### src/rtl/pin_irq_pkg.sv
package pin_irq_pkg;

    localparam int NUM_SLOTS = 8;
    localparam int TRIG_W    = 3;
    localparam int GSEL_W    = 4;
    localparam int ADDR_W    = 3;
    localparam int DATA_W    = 32;
    localparam int TRIGS_W   = NUM_SLOTS * TRIG_W;
    localparam int GSELS_W   = NUM_SLOTS * GSEL_W;

    typedef enum logic [TRIG_W-1:0] {
        TRIG_OFF  = 3'd0,
        TRIG_HIGH = 3'd1,
        TRIG_LOW  = 3'd2
    } trig_e;

    typedef enum logic [ADDR_W-1:0] {
        ADR_TRIG   = 3'd0,
        ADR_GSEL   = 3'd1,
        ADR_MASK   = 3'd2,
        ADR_ACK    = 3'd3,
        ADR_RAW    = 3'd4,
        ADR_MASKED = 3'd5
    } reg_addr_e;

    typedef struct packed {
        logic [TRIGS_W-1:0]   trig;
        logic [GSELS_W-1:0]   gsel;
        logic [NUM_SLOTS-1:0] mask;
    } cfg_t;

    // Level condition for one slot: only the two level codes can ever hit.
    function automatic logic level_hit(input logic [TRIG_W-1:0] code,
                                       input logic pin);
        logic hit;
        hit = 1'b0;
        if (code == TRIG_HIGH) hit = pin;
        else if (code == TRIG_LOW) hit = !pin;
        return hit;
    endfunction

endpackage

### src/rtl/pin_irq_sync.sv
module pin_irq_sync #(
    parameter int W      = 32,
    parameter int STAGES = 2
) (
    input  logic         clk,
    input  logic         rst,
    input  logic [W-1:0] d,
    output logic [W-1:0] q
);
    logic [W-1:0] stg [STAGES];

    always_ff @(posedge clk) begin
        if (rst) begin
            for (int i = 0; i < STAGES; i++) stg[i] <= '0;
        end else begin
            stg[0] <= d;
            for (int i = 1; i < STAGES; i++) stg[i] <= stg[i-1];
        end
    end

    assign q = stg[STAGES-1];
endmodule

### src/rtl/pin_irq_slot.sv
module pin_irq_slot
    import pin_irq_pkg::*;
#(
    parameter int NGROUPS = 4
) (
    input  logic               clk,
    input  logic               rst,
    input  logic [NGROUPS-1:0] col,
    input  logic [TRIG_W-1:0]  trig,
    input  logic [GSEL_W-1:0]  gsel,
    input  logic               ack,
    output logic               pend
);
    logic obs;
    logic cond;
    logic pend_q;

    // Group select: values beyond the last group observe a constant low.
    always_comb begin
        obs = 1'b0;
        for (int g = 0; g < NGROUPS; g++) begin
            if (gsel == GSEL_W'(g)) obs = col[g];
        end
    end

    assign cond = level_hit(trig, obs);

    always_ff @(posedge clk) begin
        if (rst) pend_q <= 1'b0;
        else     pend_q <= cond | (pend_q & ~ack);
    end

    assign pend = pend_q;

    assert_level_sets_R4: assert property (@(posedge clk) disable iff (rst)
        cond |=> pend_q);

    assert_sticky_R7: assert property (@(posedge clk) disable iff (rst)
        (pend_q && !ack) |=> pend_q);

    assert_ack_clears_R8: assert property (@(posedge clk) disable iff (rst)
        (ack && !cond) |=> !pend_q);

    assert_off_quiet_R6: assert property (@(posedge clk) disable iff (rst)
        (trig != TRIG_HIGH && trig != TRIG_LOW && !pend_q) |=> !pend_q);
endmodule

### src/rtl/pin_irq_regs.sv
module pin_irq_regs
    import pin_irq_pkg::*;
(
    input  logic                 clk,
    input  logic                 rst,
    input  logic                 wr,
    input  logic [ADDR_W-1:0]    addr,
    input  logic [DATA_W-1:0]    wdata,
    input  logic [NUM_SLOTS-1:0] raw,
    output cfg_t                 cfg,
    output logic [NUM_SLOTS-1:0] ack,
    output logic [NUM_SLOTS-1:0] masked,
    output logic [DATA_W-1:0]    rdata
);
    cfg_t cfg_q;

    always_ff @(posedge clk) begin
        if (rst) begin
            cfg_q <= '0;
        end else if (wr) begin
            case (addr)
                ADR_TRIG: cfg_q.trig <= wdata[TRIGS_W-1:0];
                ADR_GSEL: cfg_q.gsel <= wdata[GSELS_W-1:0];
                ADR_MASK: cfg_q.mask <= wdata[NUM_SLOTS-1:0];
                default:  ;
            endcase
        end
    end

    assign cfg    = cfg_q;
    assign ack    = (wr && addr == ADR_ACK) ? wdata[NUM_SLOTS-1:0] : '0;
    assign masked = raw & cfg_q.mask;

    always_comb begin
        case (addr)
            ADR_TRIG:   rdata = DATA_W'(cfg_q.trig);
            ADR_GSEL:   rdata = DATA_W'(cfg_q.gsel);
            ADR_MASK:   rdata = DATA_W'(cfg_q.mask);
            ADR_RAW:    rdata = DATA_W'(raw);
            ADR_MASKED: rdata = DATA_W'(masked);
            default:    rdata = '0;
        endcase
    end
endmodule

### src/rtl/pin_irq_router.sv
module pin_irq_router
    import pin_irq_pkg::*;
#(
    parameter int PIN_W       = 32,
    parameter int GROUP_W     = 8,
    parameter int SYNC_STAGES = 2
) (
    input  logic              clk,
    input  logic              rst,
    input  logic [PIN_W-1:0]  pins_i,
    input  logic              reg_wr_i,
    input  logic [ADDR_W-1:0] reg_addr_i,
    input  logic [DATA_W-1:0] reg_wdata_i,
    output logic [DATA_W-1:0] reg_rdata_o,
    output logic              irq_o
);
    localparam int NGROUPS = PIN_W / GROUP_W;

    logic [PIN_W-1:0]     pins_s;
    cfg_t                 cfg;
    logic [NUM_SLOTS-1:0] ack_vec;
    logic [NUM_SLOTS-1:0] pend_raw;
    logic [NUM_SLOTS-1:0] pend_masked;
    logic                 irq_q;

    pin_irq_sync #(.W(PIN_W), .STAGES(SYNC_STAGES)) u_sync (
        .clk (clk),
        .rst (rst),
        .d   (pins_i),
        .q   (pins_s)
    );

    pin_irq_regs u_regs (
        .clk    (clk),
        .rst    (rst),
        .wr     (reg_wr_i),
        .addr   (reg_addr_i),
        .wdata  (reg_wdata_i),
        .raw    (pend_raw),
        .cfg    (cfg),
        .ack    (ack_vec),
        .masked (pend_masked),
        .rdata  (reg_rdata_o)
    );

    for (genvar k = 0; k < NUM_SLOTS; k++) begin : g_slot
        logic [NGROUPS-1:0] col;
        for (genvar g = 0; g < NGROUPS; g++) begin : g_col
            assign col[g] = pins_s[g*GROUP_W + k];
        end
        pin_irq_slot #(.NGROUPS(NGROUPS)) u_slot (
            .clk  (clk),
            .rst  (rst),
            .col  (col),
            .trig (cfg.trig[k*TRIG_W +: TRIG_W]),
            .gsel (cfg.gsel[k*GSEL_W +: GSEL_W]),
            .ack  (ack_vec[k]),
            .pend (pend_raw[k])
        );
    end

    always_ff @(posedge clk) begin
        if (rst) irq_q <= 1'b0;
        else     irq_q <= |pend_masked;
    end

    assign irq_o = irq_q;

    assert_irq_follows_R10: assert property (@(posedge clk) disable iff (rst)
        1'b1 |=> (irq_o == $past(|pend_masked)));
endmodule

### config.mk
export PLATFORM = sky130hd
export DESIGN_NAME = pin_irq_router
export DESIGN_NICKNAME = d
export VERILOG_FILES = /design/src/rtl/pin_irq_pkg.sv /design/src/rtl/pin_irq_sync.sv /design/src/rtl/pin_irq_slot.sv /design/src/rtl/pin_irq_regs.sv /design/src/rtl/pin_irq_router.sv
export SDC_FILE = /design/constraint.sdc
export NUM_CORES = 1
export LEC_CHECK = 0
export ABC_AREA = 1
export BUFFER_PORTS_ARGS = -buffer_cell sky130_fd_sc_hd__buf_4
export CAP_MARGIN = 15
export CORE_AREA = 2 2 138 140
export CTS_CLUSTER_DIAMETER = 200
export DETAILED_ROUTE_END_ITERATION = 10
export DIE_AREA = 0 0 140 142
export MAX_ROUTING_LAYER = met4
export SETUP_SLACK_MARGIN = 0.5
export SYNTH_ARGS = -nofsm -noshare
export SYNTH_HDL_FRONTEND = slang
export SYNTH_SLANG_ARGS = --single-unit
### constraint.sdc
create_clock -name clk -period 3.1 [get_ports clk]
set_input_delay 0.465 -clock clk [delete_from_list [all_inputs] [get_ports clk]]
set_output_delay 0.465 -clock clk [all_outputs]
set_load 0.01 [all_outputs]
# [Word-level counts from Yosys, hierarchy flattened]
# Memories as Yosys holds them, arrays and structs flattened.
# Cells that the tools add are included.
[totals] ff_bits=73 ram_bits=64 word_cells=162 input_bits=70 memories=1
[op_classes] reduce_logical=22 bitwise=27 eq_ne=45 mux=55
[mem_list] name="u_sync.stg" depth=2 width=32 read_ports=2 rd_clocked_by_memory_dff=0 write_ports=2 line_no="pin_irq_sync.sv:10" rtl="logic [W-1:0] stg [STAGES];"
[op_table] cell="32-bit case mux with 5 select lines" count=1
[op_table] cell="4-bit by 2-bit == test with 1-bit output (second input constant)" count=16
[op_table] cell="32-bit 2-to-1 mux" count=2
[op_table] cell="1-bit 2-to-1 mux" count=51
[op_table] cell="4-bit by 1-bit == test with 1-bit output (second input constant)" count=8
[op_table] cell="4-bit zero test" count=8
[op_table] cell="3-bit by 2-bit == test with 1-bit output (second input constant)" count=10
[op_table] cell="3-bit by 1-bit == test with 1-bit output (second input constant)" count=9
[op_table] cell="1-bit bitwise OR" count=10
[op_table] cell="1-bit AND" count=8
[op_table] cell="8-bit AND" count=1
[op_table] cell="1-bit zero test" count=8
[op_table] cell="8-bit 2-to-1 mux" count=1
[op_table] cell="1-bit NOT" count=8
[op_table] cell="8-bit OR reduction" count=1
[op_table] cell="3-bit == test (second input constant)" count=2
[op_table] cell="2-bit AND reduction" count=3
[op_table] cell="3-bit zero test" count=1
[op_table] cell="1-bit logical AND" count=1

# [Logic depth before layout (Yosys ltp)]
# Gate-level depths: netlist (run 1).
[depth] ltp_word=9 depth_mapped=10 ltp_nobuf=8

# [By module]
# Synthesis (run 1) repeated with hierarchy kept, for this count alone.
[unflattened] cells_unflattened=976 area_unflattened_um2=6720.2
[modules_own_cells] mod="pin_irq_regs" area_each_um2=3478.3 n_inst=1 seq_area_each_um2=1281.2 cells_per_inst=568
[modules_own_cells] mod="pin_irq_sync" area_each_um2=2080.7 n_inst=1 seq_area_each_um2=1281.2 cells_per_inst=231
[modules_own_cells] mod="pin_irq_slot" area_each_um2=138.9 n_inst=8 seq_area_each_um2=20.0 cells_per_inst=21
[modules_own_cells] mod="pin_irq_router" area_each_um2=50.0 n_inst=1 seq_area_each_um2=20.0 cells_per_inst=9

# [Least setup slack after synthesis (run 1)]
# Ideal clock, no wire load.
[synth_timing] kind="in2out" from="in reg_addr_i[0]" to="out reg_rdata_o[10]" t_arrival_ns=1.262 path_slack_ns=1.373 cell_stages=5 required_ns=2.635 n_path_buf=2 cell_sequence="buf_6 nor2_2 nand2_2 clkbuf_1 o21ai_0"
[synth_between] elab_chain_cells=2 elab_cells_between_ends=6 cone_classes="eq/ne (4); mux (1); reduce/logical (1)"
[synth_rtl] element="start: declaration" line_no="pin_irq_router.sv:12" rtl="input logic [ADDR_W-1:0] reg_addr_i,"
[synth_rtl] element="3-bit == test, or another cell as far along" line_no="pin_irq_regs.sv:35" rtl="case (addr)"
[synth_rtl] element="32-bit case mux with 5 select lines (*)" line_no="pin_irq_regs.sv:35"
[synth_rtl] element="end: declaration" line_no="pin_irq_router.sv:14" rtl="output logic [DATA_W-1:0] reg_rdata_o,"
# Every way passes the cells marked *; elsewhere a longest branch is shown, timed or not.

# [Worst setup path after layout (run 1)]
[layout_timing] from="in reg_addr_i[1]" to="out reg_rdata_o[15]"
# The elaborated chain is that of the path after synthesis.

==> results.yml, run 1 <==
route:
  ant_nets: 0
  drt_iter0_markers: 323
  drc: 3
  via_per_inst: 4.43
  wl_per_cell_um: 13.3
  firstDrtPassIters: 10
  wl_um: 13900
  vias: 4656
clock_tree:
  clk_path_buf_depth: 2
  clock_latency_ns: 0.42
  cts_setup_buffers: 0
  root_buffer: "clkbuf_16"
  clk_pin_slew_ns: 0.06
  cts_buffers: 17
  ctsHoldBuffers: 0
  cts_htree_levels: 4
  ctsResizeCount: 0
  cts_tree: "done"
  clock_sinks: 137
sta:
  clock_skew_ns: 0.00840
  fmax_mhz: 445
  finalCritPeriodShare_pct: 72.5
  hold_violations: 0
  tns_ns: 0
  maxSlewHeadroom_pct: 56.9
  finalSetupViolations: 0
  worstMarginPinSlew_ns: 0.646
  rsz0062_at_grt: "no"
  slew_viol_final: 0
  whs_ns: 0.239
  layout_setup_ws_ns: 0.851
  period_minus_slack_ns: 2.25
floorplan:
  io_pins: 103
  die_area_um2: 19900
  die_w_um: 140
  core-area_um2: 18500
  rows: 50
  fp.dieH_um: 142
  start_util_pct: 29.6
pwr:
  internal-power_w: 0.00319
  power_density_nw_per_um2: 602
  switching_power_w: 0.00102
  vdd_drop_max_mv: 0.394
  clock_power_share_pct: 47.7
  combPwrFrac_pct: 7.7
  finalPower_w: 0.00421
  p_leak_nw: 2.98
  sequentialPowerShare_pct: 44.6
  p_sw_share_pct: 24.2
setup_path:
  cp-end-kind: "output pin"
  crit_path_max_incr_delay_ns: 0.48
  path_cells: "buf_4 -> inv_1 -> nand2_2 -> o21ai_0 -> buf_4"
  r2r_end: "g_slot[4].u_slot.pend$_SDFF_PP0_"
  cpMostUsedCell: "buf_4"
  timing.critical_path.from: "reg_addr_i[1]"
  r2r_start: "u_regs.cfg[24]$_SDFFE_PP0P_"
  required_ns: 2.63
  ff2ff_setup_slack_ns: 2.00
  crit_end: "reg_rdata_o[15]"
  cp-start-kind: "primary input"
  crit_slowest_cell: "o21ai_0"
  arrival_ns: 1.78
  path_max_fanout: 24
  timing_worst_setup_path_type: "primary input to output pin"
  reg2regPathDepth: 7
cells_and_area:
  drive_gt1_share_pct: 20.6
  design_area_um2: 6990
  antenna_cells: 0
  fillerInstances: 1943
  area_growth_pct: 27.9
  nNetsFinal: 875
grt:
  gr-total-overflow: 0
  grt_pass1_vias: 4338
  antenna_found_initial: 0
  grt_max_degree: 60
  grt_usage_pct: 15.0
  grt_pass1_wl_um: 22200
yosys:
  yosysUniqueCellTypes: 23
  synth_ff_type: "dfxtp_1"
  yosys_warnings: 0
  yosys_register_bits: 137
  syn_inst: 712
  async_flop_share_pct: 0
  synth_edf_count: 0
  syn_area_um2: 5470
  yosys-top-cells-count: "137 x dfxtp_1, 136 x nor2_1, 124 x inv_1, 108 x nand2_1, 35 x a211oi_1"
  synth_nets: 782
  netlist.top_cell.by_area: "dfxtp_1"
  synth.area.top_cells: "dfxtp_1 50%, nor2_1 9.3%, inv_1 8.5%, nand2_1 7.4%, a211oi_1 4.8%"
  synth_area_per_cell_um2: 7.68
  ys_seq_area_share_pct: 50.2
  synth.top_cell.area_share_pct: 50.2
  post-synth-top-count-cell: "dfxtp_1"
hold_path:
  worstHoldPathCells: 3
  min_path_type: "primary input to register"
flow_run:
  cap_violations: 0
run_status:
  violations: "design-rule violations"
  status: "finished, violations left"
placement:
  gp_congestion: 0.802
  placed_area_um2: 6410
  post-place-ws_ns: 0.850
  port_buffers: 102
  dp_hpwl_um: 9910
worst max-delay path: cells and delay by family:
family / cells / cell delay [ns]
compound gates: 1 / 0.48
buf+inv: 3 / 0.48
simple gates: 1 / 0.35
logic make-up (layout without fill, tap and decap cells):
group | Yosys count | in the layout | synth area share (%)
buffers and inverters | 161 | 266 | 12.1
flip-flops | 137 | 137 | 50.2
AND/OR/NAND/NOR | 293 | 293 | 21.8
AO/OA/AOI/OAI | 121 | 121 | 16.0
power by group through the flow:
stage / logic, W / clock network, W / registers [W]
2_1_floorplan: 0.000189 / 0 / 0.00190
3_3_place_gp: 0.000324 / 0 / 0.00191
3_5_place_dp: 0.000327 / 0 / 0.00191
4_1_cts: 0.000329 / 0.00204 / 0.00188
5_1_grt: 0.000369 / 0.00213 / 0.00188
6_report: 0.000326 / 0.00201 / 0.00188
routing by layer:
metal	wire length (um)	vias up	share of wire, %	GRT usage [%]
met1	6760	2071	48	19.5
met3	808	16	5.8	4.31
met5	0	-	0	-
li1	-	2439	-	-
met4	227	0	1.6	5.64
met2	6150	130	44	22.2
worst min path at each step:
stage / start / slack [ns] / to
floorplan: u_sync.stg[0][0]$_SDFF_PP0_ / 0.39 / u_sync.stg[0][32]$_SDFF_PP0_
global placement: u_sync.stg[0][29]$_SDFF_PP0_ / 0.39 / u_sync.stg[0][61]$_SDFF_PP0_
detailed placement: u_sync.stg[0][23]$_SDFF_PP0_ / 0.39 / u_sync.stg[0][55]$_SDFF_PP0_
CTS: pins_i[4] / 0.23 / u_sync.stg[0][4]$_SDFF_PP0_
global route: pins_i[12] / 0.23 / u_sync.stg[0][12]$_SDFF_PP0_
finish: pins_i[30] / 0.24 / u_sync.stg[0][30]$_SDFF_PP0_
layout by cell type (no fill, tap or decap), drive strengths merged:
cell      instances
o22ai             8
clkbuf           18
o2111ai           5
nor2            138
inv             133
buf             106
a21oi            28
nand3            34
dfxtp           137
nand2           112
clkinv            4
bufinv            2
nand4             9
o21ai            24
a211oi           55
a31oi             1
clkinvlp          3
state kept, by name, summed over array words and instances, names as in the netlist:
signal	count
g_slot.u_slot.pend	8
irq_o	1
u_regs.cfg	64
u_sync.stg	64
through the flow:
stage / instances / util [%]
floorplan: 712 / -
global placement: 1020 / 34.7
detailed placement: 1020 / 34.7
CTS: 1051 / 37.9
global route: 1051 / 37.9
finish: 1051 / 37.9
area by class of cell:
cell class | instances | area [um2] | share of cell area, %
clock inverter | 13 | 144 | 2.06
sequential | 137 | 2740 | 39.2
inverter | 129 | 487 | 6.96
timing repair buffer | 106 | 821 | 11.7
tap | 234 | 293 | 4.19
multi-input combinational | 414 | 2060 | 29.5
clock buffer | 18 | 439 | 6.28
Note: power is estimated with default switching activity, not from simulation.
==> run 2, diff against run 1 <==
- clock period: 3.1 -> 2.2 ns (I/O delays scaled with it)
==> results.yml, run 2 (synthesized netlist as in run 1, its figures left out) <==
run_status:
  status: "completed"
cells_and_area:
  nNetsFinal: 888
  design_area_um2: 7230
  fillerInstances: 1922
  area_growth_pct: 32.2
  final_cell_mix: "136 x nor2_1, 135 x dfxtp_1, 123 x inv_1"
  mostFrequentLayoutCell: "nor2_1"
  instances_no_fill: 1065
  antenna_cells: 0
  drive_gt1_share_pct: 23.5
setup_path:
  crit_slowest_cell: "clkinvlp_4"
  timing.critical_path.from: "reg_addr_i[1]"
  r2r_end: "g_slot[3].u_slot.pend$_SDFF_PP0_"
  path_max_fanout: 11
  path_cells: "buf_6 -> clkinvlp_4 -> nand2_8 -> inv_8 -> nand2_1 -> o21ai_0 -> a21oi_1 -> o21ai_1 -> buf_4"
  crit_path_max_incr_delay_ns: 0.21
  arrival_ns: 1.35
  crit_end: "reg_rdata_o[3]"
  timing_worst_setup_path_type: "primary input to output pin"
  cp-start-kind: "primary input"
  cp_top_family: "buffers and inverters"
  cp-end-kind: "output pin"
  reg2regPathDepth: 7
  worstSetupPathDepth: 9
  ff2ff_setup_slack_ns: 1.08
  cp_num_buf_inv: 4
  required_ns: 1.87
  r2r_start: "u_regs.cfg[20]$_SDFFE_PP0P_"
route:
  wl_per_cell_um: 13.5
  wl_um: 14400
  firstDrtPassIters: 6
  via_per_inst: 4.37
  vias: 4656
  drc: 0
  ant_nets: 0
  drt_iter0_markers: 296
clock_tree:
  clock_sinks: 137
  cts_htree_levels: 4
  clk_pin_slew_ns: 0.06
  clk_path_buf_depth: 2
  cts_tree: "done"
  root_buffer: "clkbuf_16"
  clock_latency_ns: 0.42
  cts_buffers: 17
floorplan:
  io_pins: 103
  start_util_pct: 29.6
  fp.dieH_um: 142
  rows: 50
  core-area_um2: 18500
  die_area_um2: 19900
  die_w_um: 140
sta:
  layout_setup_ws_ns: 0.523
  finalSetupViolations: 0
  period_minus_slack_ns: 1.68
  fmax_mhz: 596
  rsz0062_at_grt: "yes"
  slew_viol_final: 0
  worstMarginPinSlew_ns: 0.519
  hold_violations: 0
  finalCritPeriodShare_pct: 76.2
  tns_ns: 0
  clock_skew_ns: 0.00750
  maxSlewHeadroom_pct: 65.4
grt:
  grt_pass1_wl_um: 23100
  grt_usage_pct: 15.5
  grt_max_degree: 49
  antenna_found_initial: 0
  gr-total-overflow: 0
  grt_pass1_vias: 4388
pwr:
  p_leak_nw: 3.07
  vdd_drop_max_mv: 0.470
  power_density_nw_per_um2: 824
placement:
  dp_cells: 1024
  gp_congestion: 0.812
  dp_hpwl_um: 10300
  port_buffers: 102
  placed_area_um2: 6450
  post-place-ws_ns: 0.357
hold_path:
  min_path_type: "primary input to register"
flow_run:
  cap_violations: 0
[run 2: cell types whose count changed in the layout (fill, tap and decap cells not counted), moves of 3 or more]
cell / delta
buf_4: +8
buf_6: +3
inv_6: +3
inv_8: +5
nand2_8: +3
o21ai_0: -5
o21ai_1: +4
o22ai_1: -5
o22ai_2: +5
[run 2: repair_timing]
| action | in CTS | in global routing |
|---|---|---|
| buffers inserted | 2 | 7 |
| hold buffers | 0 | 0 |
| gates resized for setup | 5 | 26 |
| pin swaps | 0 | 3 |
| endpoints found under the setup margin | 20 | 23 |
[run 2: layout make-up]
class / instances / area [um2] / area share, %
Sequential cell: 137 / 2750 / 38.0
Multi-Input combinational cell: 414 / 2160 / 29.9
Timing Repair Buffer: 119 / 955 / 13.2
Inverter: 129 / 498 / 6.89
Clock buffer: 17 / 425 / 5.88
Tap cell: 234 / 293 / 4.05
Clock inverter: 15 / 154 / 2.13
[run 2: how the worst min path moves through the flow]
stage,startpoint,endpoint,slack [ns],cells after the start
floorplan,u_sync.stg[0][0]$_SDFF_PP0_,u_sync.stg[0][32]$_SDFF_PP0_,0.39,2
global placement,u_sync.stg[0][3]$_SDFF_PP0_,u_sync.stg[0][35]$_SDFF_PP0_,0.39,2
detailed placement,u_sync.stg[0][1]$_SDFF_PP0_,u_sync.stg[0][33]$_SDFF_PP0_,0.39,2
CTS,pins_i[29],u_sync.stg[0][29]$_SDFF_PP0_,0.09,3
global route,pins_i[3],u_sync.stg[0][3]$_SDFF_PP0_,0.09,3
finish,pins_i[29],u_sync.stg[0][29]$_SDFF_PP0_,0.11,3
[run 2: worst min-delay path, cell delays in order]
cell and delay [ns]:
buf_4 0.07, inv_1 0.03, nor2_1 0.06
[run 2: through the flow]
| step | total power [W] | util, % | hold slack (ns) |
|---|---|---|---|
| 2_1_floorplan | 0.00295 | - | 0.388 |
| 3_3_place_gp | 0.00317 | 34.9 | 0.393 |
| 3_5_place_dp | 0.00317 | 34.9 | 0.392 |
| 4_1_cts | 0.00601 | 38.3 | 0.0925 |
| 5_1_grt | 0.00622 | 39.2 | 0.0936 |
| 6_report | 0.00596 | 39.2 | 0.108 |
[run 2: power by group]
| part | switching (W) | internal, W |
|---|---|---|
| clock network | 0.00120 | 0.00161 |
| registers | 0.0000500 | 0.00259 |
| logic | 0.000284 | 0.000219 |
| total | 0.00154 | 0.00442 |
[run 2: metal layers]
metal  up-vias  wire (um)  global-route usage (%)
met5         -          0                       -
met4         0        178                    4.78
met3        19        575                    3.84
met2       102       6360                    22.8
met1      2058       7320                    21.1
li1       2477          -                       -
==> run 3, diff against run 2 <==
- clock period: 2.2 -> 1.7 ns (I/O delays scaled with it)
==> results.yml, run 3 (synthesized netlist as in run 1, its figures left out) <==
pwr:
  power_density_nw_per_um2: 997
  clock_power_share_pct: 46.0
  switching_power_w: 0.00184
  sequentialPowerShare_pct: 44.5
  p_leak_nw: 3.31
  vdd_drop_max_mv: 0.659
  internal-power_w: 0.00587
  combPwrFrac_pct: 9.5
  finalPower_w: 0.00771
  p_sw_share_pct: 23.8
clock_tree:
  cts_htree_levels: 4
  clock_latency_ns: 0.43
  root_buffer: "clkbuf_16"
  cts_tree: "done"
  cts_buffers: 17
  ctsHoldBuffers: 0
  clk_path_buf_depth: 2
  clock_sinks: 137
  clk_pin_slew_ns: 0.05
grt:
  grt_usage_pct: 15.7
  grt_max_degree: 49
  gr-total-overflow: 0
  antenna_found_initial: 0
  grt_pass1_wl_um: 23500
  grt_pass1_vias: 4651
setup_path:
  cp-end-kind: "output pin"
  reg2regPathDepth: 7
  cp-start-kind: "primary input"
  timing_worst_setup_path_type: "primary input to output pin"
  required_ns: 1.44
  arrival_ns: 1.32
  timing.critical_path.from: "reg_addr_i[1]"
  r2r_start: "u_regs.cfg[36]$_SDFFE_PP0P_"
  path_max_fanout: 7
hold_path:
  holdCritStartpoint: "pins_i[26]"
  worstHoldPathCells: 3
  min_path_type: "primary input to register"
sta:
  fmax_mhz: 637
  tns_ns: 0
  finalCritPeriodShare_pct: 92.4
  slew_viol_final: 0
  worstMarginPinSlew_ns: 0.409
  clock_skew_ns: 0.0111
  maxSlewHeadroom_pct: 72.6
  rsz0062_at_grt: "yes"
  period_minus_slack_ns: 1.57
  hold_violations: 0
  finalSetupViolations: 0
cells_and_area:
  mostFrequentLayoutCell: "nor2_1"
  design_area_um2: 7730
  fillerInstances: 1851
  area_growth_pct: 41.3
  drive_gt1_share_pct: 32.7
  antenna_cells: 0
  nNetsFinal: 905
  final_cell_mix: "128 x nor2_1, 117 x dfxtp_1, 110 x buf_4"
floorplan:
  fp.dieH_um: 142
  die_area_um2: 19900
  io_pins: 103
  core-area_um2: 18500
  rows: 50
  die_w_um: 140
  start_util_pct: 29.6
route:
  firstDrtPassIters: 8
  drc: 4
  drt_iter0_markers: 285
  vias: 4811
  wl_per_cell_um: 13.6
  wl_um: 14700
  ant_nets: 0
  via_per_inst: 4.45
placement:
  dp_hpwl_um: 10300
  port_buffers: 102
  placed_area_um2: 6570
  gp_congestion: 0.835
flow_run:
  cap_violations: 0
run_status:
  violations: "design-rule violations"
  status: "finished, violations left"
run 3: changes by cell type in the layout (fill, tap and decap cells not counted), sizes merged:
cell,change
clkinv,+3
clkinvlp,+4
clkbuf,+2
inv,-11
buf,+17
bufinv,+1
run 3: power groups by stage:
stage / sequential (W) / combinational (W) / clock [W]
after floorplan: 0.00347 / 0.000364 / 0
after global placement: 0.00349 / 0.000624 / 0
after detailed placement: 0.00349 / 0.000628 / 0
after CTS: 0.00343 / 0.000708 / 0.00361
after global routing: 0.00344 / 0.000807 / 0.00376
final: 0.00343 / 0.000728 / 0.00355
run 3: layout make-up:
cell class | count | area (um2) | share of cell area, %
Clock buffer | 19 | 443 | 5.73
Clock inverter | 12 | 128 | 1.65
Inverter | 129 | 505 | 6.54
Multi-Input combinational cell | 414 | 2350 | 30.4
Sequential cell | 137 | 2770 | 35.9
Tap cell | 234 | 293 | 3.79
Timing Repair Buffer | 136 | 1240 | 16.0
run 3: layer usage:
metal,vias up,GRT usage (%),part of all wire [%],routed length [um]
li1,2512,-,-,-
met1,2158,19.9,48,7010
met2,117,24.1,45,6660
met3,24,4.24,4.8,701
met4,0,5.58,2.1,304
met5,-,-,0,0
run 3: worst paths after layout:
check	endpoint	slack, ns
setup / recovery	reg_rdata_o[1]	0.13
hold / removal	u_sync.stg[0][26]$_SDFF_PP0_	0.04
setup reg to reg	g_slot[7].u_slot.pend$_SDFF_PP0_	0.60
hold reg to reg	u_sync.stg[0][32]$_SDFF_PP0_	0.40
run 3: through the flow:
stage | setup slack (ns) | std cells | utilization (%) | hold WS, ns
2_1_floorplan | 0.452 | 712 | - | 0.362
4_1_cts | 0.176 | 1077 | 41.1 | 0.0225
6_report | 0.129 | 1081 | 41.9 | 0.0363
3_5_place_dp | 0.0473 | 1025 | 35.6 | 0.394
5_1_grt | 0.109 | 1081 | 41.9 | 0.0308
3_3_place_gp | 0.0752 | 1025 | 35.6 | 0.393
run 3: timing repair:
| item | in CTS | in global routing |
|---|---|---|
| gates cloned | 1 | 0 |
| setup endpoints to repair | 32 | 58 |
| endpoints found under the hold margin | 0 | 0 |
| resized for setup | 88 | 31 |
| pin swaps | 16 | 10 |
| buffers inserted | 20 | 4 |
run 3: worst max-delay path, stage by stage:
cell	delay, ns
buf_6	0.09
clkinvlp_4	0.18
buf_12	0.18
nand2_8	0.09
inv_2	0.04
nand2_1	0.05
o21ai_1	0.05
a21oi_1	0.12
o21ai_1	0.10
buf_4	0.15
